===== src/rtl/spi_tx_pkg.sv =====
package spi_tx_pkg;

  typedef enum logic [2:0] {
    ST_IDLE  = 3'd0,
    ST_LEAD  = 3'd1,
    ST_SHIFT = 3'd2,
    ST_TRAIL = 3'd3,
    ST_GAP   = 3'd4
  } tx_state_t;

  // Half bit times spent in each framing phase.
  function automatic int unsigned phase_halves(tx_state_t s, int unsigned w);
    return (s == ST_SHIFT) ? 2 * w : 2;
  endfunction

  function automatic tx_state_t phase_after(tx_state_t s);
    case (s)
      ST_LEAD:  return ST_SHIFT;
      ST_SHIFT: return ST_TRAIL;
      ST_TRAIL: return ST_GAP;
      default:  return ST_IDLE;
    endcase
  endfunction

  // Clock cycles from frame start to frame end, for a given half-bit length.
  function automatic int unsigned frame_cycles(int unsigned w, int unsigned half_len);
    return (2 * w + 6) * half_len;
  endfunction

endpackage


===== src/rtl/spi_tx_baud.sv =====
module spi_tx_baud #(
  parameter int unsigned DIV_W = 8
) (
  input  logic             clk,
  input  logic             rst_n,
  input  logic             run,
  input  logic [DIV_W-1:0] half_div,
  output logic             tick
);

  logic [DIV_W-1:0] cnt;

  assign tick = run && (cnt == half_div);

  always_ff @(posedge clk or negedge rst_n) begin
    if (!rst_n)      cnt <= '0;
    else if (!run)   cnt <= '0;
    else if (tick)   cnt <= '0;
    else             cnt <= cnt + 1'b1;
  end

  // the half-bit counter restarts after every tick
  a_r4_tick_wrap: assert property (@(posedge clk) disable iff (!rst_n)
    tick |=> (cnt == '0));

endmodule


===== src/rtl/spi_tx_hold.sv =====
module spi_tx_hold #(
  parameter int unsigned W = 8
) (
  input  logic         clk,
  input  logic         rst_n,
  input  logic         en,
  input  logic         wr_en,
  input  logic [W-1:0] wr_data,
  input  logic         take,
  output logic         full,
  output logic [W-1:0] data
);

  logic accept;
  assign accept = en && wr_en && !full;

  always_ff @(posedge clk or negedge rst_n) begin
    if (!rst_n)      full <= 1'b0;
    else if (!en)    full <= 1'b0;
    else if (take)   full <= 1'b0;
    else if (accept) full <= 1'b1;
  end

  always_ff @(posedge clk or negedge rst_n) begin
    if (!rst_n)      data <= '0;
    else if (accept) data <= wr_data;
  end

  // a write into an occupied holding register leaves its content alone
  a_r3_drop_write: assert property (@(posedge clk) disable iff (!rst_n)
    (wr_en && full) |=> $stable(data));

endmodule


===== src/rtl/spi_tx_seq.sv =====
module spi_tx_seq
  import spi_tx_pkg::*;
#(
  parameter int unsigned W = 8
) (
  input  logic         clk,
  input  logic         rst_n,
  input  logic         en,
  input  logic         start,
  input  logic [W-1:0] load_data,
  input  logic         tick,
  output logic         idle,
  output logic         ss_act,
  output logic         sclk_o,
  output logic         mosi_o
);

  localparam int unsigned PH_W = $clog2(2 * W);

  tx_state_t     state;
  logic [PH_W-1:0] ph;
  logic [W-1:0]    shreg;
  logic            ph_last;
  logic            bit_end;

  assign ph_last = (ph == PH_W'(phase_halves(state, W) - 1));
  assign bit_end = (state == ST_SHIFT) && ph[0];

  always_ff @(posedge clk or negedge rst_n) begin
    if (!rst_n) begin
      state <= ST_IDLE;
      ph    <= '0;
      shreg <= '0;
    end else if (!en) begin
      state <= ST_IDLE;
      ph    <= '0;
    end else if (state == ST_IDLE) begin
      ph <= '0;
      if (start) begin
        shreg <= load_data;
        state <= ST_LEAD;
      end
    end else if (tick) begin
      if (ph_last) begin
        ph    <= '0;
        state <= phase_after(state);
      end else begin
        ph <= ph + 1'b1;
        if (bit_end) shreg <= {shreg[W-2:0], 1'b0};
      end
    end
  end

  assign idle   = (state == ST_IDLE);
  assign ss_act = (state == ST_LEAD) || (state == ST_SHIFT) || (state == ST_TRAIL);
  assign sclk_o = (state == ST_SHIFT) && ph[0];
  assign mosi_o = (state == ST_SHIFT) ? shreg[W-1] : 1'b1;

  // data holds steady while the serial clock is high
  a_r4_mosi_steady: assert property (@(posedge clk) disable iff (!rst_n)
    (sclk_o && $past(sclk_o)) |-> $stable(mosi_o));

  // the serial clock only runs inside the select window
  a_r5_sclk_inside: assert property (@(posedge clk) disable iff (!rst_n)
    sclk_o |-> ss_act);

endmodule


===== src/rtl/spi_char_tx.sv =====
module spi_char_tx
  import spi_tx_pkg::*;
#(
  parameter int unsigned W     = 8,
  parameter int unsigned DIV_W = 8
) (
  input  logic             clk,
  input  logic             rst_n,
  input  logic             tx_en,
  input  logic             wr_en,
  input  logic [W-1:0]     wr_data,
  input  logic             force_sel,
  input  logic             release_sel,
  input  logic             wait_rd,
  input  logic             rx_ready,
  input  logic [DIV_W-1:0] half_div,
  output logic             tx_ready,
  output logic             tx_empty,
  output logic             sclk,
  output logic             mosi,
  output logic             ss_n
);

  logic         hold_full;
  logic [W-1:0] hold_data;
  logic         seq_idle;
  logic         seq_ss;
  logic         take;
  logic         tick;
  logic         sel_forced;

  assign take = tx_en && hold_full && seq_idle && !(wait_rd && rx_ready);

  spi_tx_hold #(.W(W)) u_hold (
    .clk       (clk),
    .rst_n     (rst_n),
    .en        (tx_en),
    .wr_en     (wr_en),
    .wr_data   (wr_data),
    .take      (take),
    .full      (hold_full),
    .data      (hold_data)
  );

  spi_tx_baud #(.DIV_W(DIV_W)) u_baud (
    .clk      (clk),
    .rst_n    (rst_n),
    .run      (!seq_idle),
    .half_div (half_div),
    .tick     (tick)
  );

  spi_tx_seq #(.W(W)) u_seq (
    .clk       (clk),
    .rst_n     (rst_n),
    .en        (tx_en),
    .start     (take),
    .load_data (hold_data),
    .tick      (tick),
    .idle      (seq_idle),
    .ss_act    (seq_ss),
    .sclk_o    (sclk),
    .mosi_o    (mosi)
  );

  always_ff @(posedge clk or negedge rst_n) begin
    if (!rst_n)           sel_forced <= 1'b0;
    else if (!tx_en)      sel_forced <= 1'b0;
    else if (release_sel) sel_forced <= 1'b0;
    else if (force_sel)   sel_forced <= 1'b1;
  end

  assign tx_ready = tx_en && !hold_full;
  assign tx_empty = tx_en && !hold_full && seq_idle;
  assign ss_n     = !(seq_ss || sel_forced);

  // leaving idle always drains the holding register
  a_r2_take_drains: assert property (@(posedge clk) disable iff (!rst_n)
    $fell(seq_idle) |-> !hold_full);

  // a character never starts while gated by an unread receiver
  a_r8_gate_start: assert property (@(posedge clk) disable iff (!rst_n)
    $fell(seq_idle) |-> !$past(wait_rd && rx_ready));

  // a force pulse on an enabled block pins the select low
  a_r7_force_low: assert property (@(posedge clk) disable iff (!rst_n)
    ($past(force_sel) && !$past(release_sel) && $past(tx_en) && tx_en) |-> !ss_n);

  // when everything is sent, the next cycle carries no serial clock
  a_r9_empty_quiet: assert property (@(posedge clk) disable iff (!rst_n)
    tx_empty |=> !sclk);

  // disabled means fully quiet
  a_r10_disabled_quiet: assert property (@(posedge clk) disable iff (!rst_n)
    !$past(tx_en) && !tx_en |-> (ss_n && !sclk && mosi));

endmodule


===== config.mk =====
export PLATFORM = sky130hd
export DESIGN_NAME = spi_char_tx
export DESIGN_NICKNAME = d
export VERILOG_FILES = /design/src/rtl/spi_tx_pkg.sv /design/src/rtl/spi_tx_baud.sv /design/src/rtl/spi_tx_hold.sv /design/src/rtl/spi_tx_seq.sv /design/src/rtl/spi_char_tx.sv
export SDC_FILE = /design/constraint.sdc
export NUM_CORES = 1
export LEC_CHECK = 0
export BUFFER_PORTS_ARGS = -buffer_cell sky130_fd_sc_hd__buf_4
export CORE_AREA = 2 2 69 71
export CTS_CLUSTER_SIZE = 20
export DETAILED_ROUTE_END_ITERATION = 6
export DIE_AREA = 0 0 71 73
export PLACE_DENSITY = 0.7
export SETUP_SLACK_MARGIN = 0.3
export SYNTH_ARGS = -nofsm -noshare
export SYNTH_HDL_FRONTEND = slang
export SYNTH_SLANG_ARGS = --single-unit

===== constraint.sdc =====
create_clock -name clk -period 2.6 [get_ports clk]
set_clock_uncertainty 0.05 [all_clocks]
set_input_delay 0.26 -clock clk [delete_from_list [all_inputs] [get_ports clk]]
set_output_delay 0.26 -clock clk [all_outputs]
set_load 0.05 [all_outputs]

Word level (Yosys, flattened, before mapping)
Cells that the tools add are included.
- register bits after elaboration: 33
- input port bits: 24
- mux-type cells: 25
- reductions and logical operators: 22
- $add $sub $neg: 3
- equal/unequal tests: 12
- operators with widths (kind ; number):
    8-bit 2-to-1 mux ; 7
    4-bit 2-to-1 mux ; 4
    3-bit 2-to-1 mux ; 5
    3-bit by 1-bit inequality test with 1-bit output (second input constant) ; 4
    1-bit logical AND ; 10
    3-bit one-hot mux with 3 select lines ; 1
    8-bit by 1-bit adder with 8-bit output (second input constant) ; 1
    8-bit == test ; 1
    1-bit 2-to-1 mux ; 7
    3-bit by 2-bit == test with 1-bit output (second input constant) ; 2
    5-bit AND reduction ; 1
    4-bit by 1-bit adder with 4-bit output (second input constant) ; 1
    4-bit == test ; 1
    1-bit zero test ; 4
    2-bit nonzero test ; 2
    4-bit by 1-bit subtractor with 4-bit output (second input constant) ; 1
    3-bit by 1-bit == test with 1-bit output (second input constant) ; 1
    3-bit zero test ; 1
    1-bit logical OR ; 3
    3-bit by 2-bit inequality test with 1-bit output (second input constant) ; 1
    3-bit AND reduction ; 1
    2-bit 2-to-1 mux ; 1
    2-bit by 1-bit inequality test with 1-bit output (second input constant) ; 1
    2-bit inequality test (second input constant) ; 1

Depth between registers and ports, before layout
- depth in word-level cells: 8
- gate-level depth with buffers: 7
- gate-level depth less buffers: 5

Modules after synthesis
From an unflattened synthesis, not the netlist that was laid out.
- cells, all modules: 165
- area total of the unflattened synthesis: 1800.5 um^2
- by module, submodules not included (module ; area each (um^2) ; sequential area each (um^2) ; instances ; cells an instance):
    spi_tx_seq ; 893.4 ; 375.4 ; 1 ; 88
    spi_tx_baud ; 484.2 ; 200.2 ; 1 ; 47
    spi_tx_hold ; 346.6 ; 225.2 ; 1 ; 20
    spi_char_tx ; 76.3 ; 25.0 ; 1 ; 10

Least setup slack after synthesis
OpenSTA, ideal clock, no wires.
- path kind: input port to flip-flop
- start: input tx_en
- end: register u_hold.data[0]
- data arrival time: 2016 ps
- path buffers: 1
- stages on the path: 4
- path slack: 409 ps
- path through: clkbuf_1 > nor2b_1 > nand2_1 > mux2_2
- word-level cells in the longest chain between the ends: 2
- RTL lines (item ; line ; RTL):
    from (decl) ; spi_char_tx.sv:9 ; input logic tx_en,
    1-bit logical AND (2 in a row) ; spi_tx_hold.sv:15 ; assign accept = en && wr_en && !full;
    to (signal assigned) ; spi_tx_hold.sv:26 ; else if (accept) data <= wr_data;
    to (decl) ; spi_tx_hold.sv:11 ; output logic [W-1:0] data
Every way passes these cells.
A chain may end at the register's enable or synchronous reset.

Worst setup path after layout
- start: register u_seq.state[1]
- end: register u_seq.shreg[5]
- word-level cells in the longest chain between the ends: 6
- elaborated cells between the ends (all ways): 16
- classes of those cells: add/sub (1); eq/ne (4); mux (2); reduce/logical (9)
- RTL lines (item ; line ; RTL):
    from (decl) ; spi_tx_seq.sv:20 ; tx_state_t state;
    from (signal assigned) ; spi_tx_seq.sv:46 ; state <= phase_after(state);
    3-bit by 2-bit == test with 1-bit output ; spi_tx_pkg.sv:13, spi_tx_seq.sv:27 ;
    2-bit 2-to-1 mux ; spi_tx_pkg.sv:13 ; return (s == ST_SHIFT) ? 2 * w : 2;
    4-bit by 1-bit subtractor with 4-bit output ; spi_tx_seq.sv:26 ; assign ph_last = (ph == PH_W'(phase_halves(state, W) - 1));
    4-bit == test ; spi_tx_seq.sv:26 ;
    2-bit inequality test (no line) ; - ;
    5-bit AND reduction (no line) ; - ;
    to (signal assigned) ; spi_tx_seq.sv:40 ; shreg <= load_data;
    to (signal assigned) ; spi_tx_seq.sv:49 ; if (bit_end) shreg <= {shreg[W-2:0], 1'b0};
    to (decl) ; spi_tx_seq.sv:22 ; logic [W-1:0] shreg;
Parallel ways exist; a longest one is shown, timed or not.

==> out/qor.csv <==
stage,metric,value,unit
status,status,"complete, no violations",
yosys,ys_types,39,
clocking,ctsLongestPathBuffers,2,
clocking,path_clk_slew,0.06,ns
sta,holdWs,0.0779,ns
die,io_pins,29,
sta,fin_ws,0.546,ns
sta,finalHoldViolations,0,
power,cellLeakagePower,0.960,nW
yosys,synth_top_family_by_area,simple AND/OR/NAND/NOR gates,
grt,antenna_found_initial,0,
detailed_routing,vias,1289,
yosys,synthAdderAreaFrac,0.0145,
yosys,syn_nets,193,
yosys,synth_seq_area_share,0.479,
final_layout,area_delta_synth_final,20.0,%
worst_setup_path,cp_max_fo,11,
power,power_frac_seq,0.435,
worst_setup_path,setup.worst_path.class,reg -> reg,
placement,portBuffers,28,
detailed_routing,antenna_left,0,
placement,dp.final_hpwl,2360,um
detailed_routing,drtIter0Drc,84,
die,start_util,0.380,
final_layout,final.fill_count,407,
power,p_sw,0.590,mW
power,p_comb_frac,0.361,
yosys,ys_seq_elements,33,
die,die_h,73,um
yosys,ys.flop_type,dfrtp_1,
detailed_routing,via_per_inst,5.09,
yosys,synth_compound_area_frac,0.0639,
power,ir_drop,0.340,mV
detailed_routing,wl_per_cell,12.9,um
yosys,yosys_warnings,0,
grt,globalRouteOverflowTotal,0,
detailed_routing,drt-total-wl,3260,um
yosys,synth_cells,167,
yosys,synthSimpleGateAreaFrac,0.223,
final_layout,drive_gt1_frac,0.281,
grt,grt_pass1_wl,5970,um
clocking,cts_buffers,5,
yosys,synth_xor_area_frac,0.0763,
sta,rsz0062_at_grt,no,
final_layout,antennaDiodeCount,0,
job,maxCapViolations,0,
worst_setup_path,critical_path_arrival,2.16,ns
clocking,clk_latency,0.28,ns
grt,grt_max_degree,34,
detailed_routing,dr.pass1.iters,4,
final_layout,final_cell_mix,"dfrtp_1, nand2_1, buf_4, nor2_1",
sta,slew_headroom,0.632,
sta,max_freq,0.487,GHz
power,power.clock.fraction,0.204,
worst_hold_path,hp-class,in -> reg,
yosys,syn_area_per_cell,10.3,um^2
die,core,0.00454,mm^2
yosys,async_flop_share,1.00,
sta,worst_pin_slew,0.548,ns
power,p_int,1.09,mW
grt,grt_usage,0.148,
die,die-area,0.00518,mm^2
placement,place_ws,0.419,ns
detailed_routing,remaining_drc_errors,0,
sta,setup_viol,0,
sta,min_period,2.05,ns
final_layout,final_common_cell,dfrtp_1,
clocking,cts.sinks,33,
yosys,netlist_area,0.00172,mm^2
power,power.share.switching,0.351,
die,die_w,71,um
yosys,synth_edf_count,0,
power,p_per_area,813,mW/mm^2
clocking,htreeDepth,2,
worst_setup_path,cp-end-kind,flop,
power,total_power,1.68,mW
placement,gp_congestion,0.827,
clocking,cts_root_buffer,clkbuf_8,
worst_setup_path,cp-start-kind,flop,
clocking,cts_tree,yes,
sta,timing.setup.tns,0,ns
yosys,muxShareOfSynthArea,0.119,
final_layout,nets,226,
die,rows,25,
grt,grt_pass1_vias,1267,
final_layout,final_util,0.456,
sta,drv_slew,0,
worst_setup_path,cp.required,2.71,ns
sta,fin_crit_sh,0.790,
critical path: stages, from the launching register on:
cell and delay, ns:
dfrtp_1 0.49, or3_4 0.50, nand2_8 0.11, nor3_2 0.04
o211a_1 0.38, mux2_4 0.36
path summary, 6_finish.rpt:
check	cells after the start	slack, ns	from	endpoint
worst min register to register	2	0.46	u_hold.data[0]	u_seq.shreg[0]
worst max-delay path	5	0.55	u_seq.state[1]	u_seq.shreg[5]
worst min-delay path	2	0.08	release_sel	sel_forced
worst max register to register	5	0.55	u_seq.state[1]	u_seq.shreg[5]
max in group asynchronous	2	1.79	rst_n	u_seq.ph[1]
min in group asynchronous	2	0.40	rst_n	u_baud.cnt[7]
what timing repair did:
| item | CTS | global route |
|---|---|---|
| setup buffers | 0 | 0 |
| hold buffers | 1 | 0 |
| endpoints found under the hold margin | 33 | 0 |
| resized for setup | 0 | 2 |
| setup endpoints to repair | 0 | 7 |
state kept, by name, indices dropped and copies added, names as in the netlist:
register and flops:
u_seq.ph 4, u_hold.data 8, u_seq.shreg 8, u_baud.cnt 8
sel_forced 1, u_seq.state 3, u_hold.full 1
per-stage QoR:
stage                     instance area, um^2  instances
after floorplan                          1720        167
after CTS                                2060        253
after global placement                   1970        246
after detailed placement                 1970        246
after global routing                     2070        253
final                                    2070        253
power by group through the flow:
stage / Combinational [mW] / Sequential, mW / Clock [mW]
finish: 0.608 / 0.731 / 0.343
floorplan: 0.499 / 0.696 / 0
detailed placement: 0.603 / 0.736 / 0
global route: 0.684 / 0.754 / 0.377
global placement: 0.593 / 0.733 / 0
CTS: 0.608 / 0.729 / 0.363
Yosys cell counts, types with 3 or more instances:
cell | n | area share
nor2b_1 | 3 | 0.011
xor2_1 | 5 | 0.025
mux2_4 | 7 | 0.061
nor3_1 | 3 | 0.0087
nor2_1 | 17 | 0.037
xnor2_1 | 10 | 0.051
dfrtp_1 | 33 | 0.48
nand3_1 | 10 | 0.029
nand2_1 | 29 | 0.063
nand4_1 | 3 | 0.011
mux2_2 | 8 | 0.052
and3_1 | 3 | 0.011
o21ai_0 | 5 | 0.015
logic make-up after synthesis:
logic type | after synthesis
compound gates | 17
xor+xnor | 15
fa+ha+maj | 2
buf+inv | 6
flops | 33
mux | 16
simple gates | 78
final cells by class:
type	instances	area [um^2]	share of cell area
Timing Repair Buffer	30	228	0.110
Tap cell	54	67.6	0.0327
Clock inverter	1	5.00	0.00242
Multi-Input combinational cell	128	866	0.419
Inverter	2	7.51	0.00363
Clock buffer	5	68.8	0.0333
Sequential cell	33	826	0.399
routing by layer:
layer | GRT usage | wire length (um) | part of all wire
met1 | 0.195 | 1510 | 0.46
met5 | 0 | 0 | 0
met2 | 0.229 | 1540 | 0.47
met3 | 0.0262 | 144 | 0.044
met4 | 0.0881 | 73 | 0.022
(Power assumes the default switching activity.)
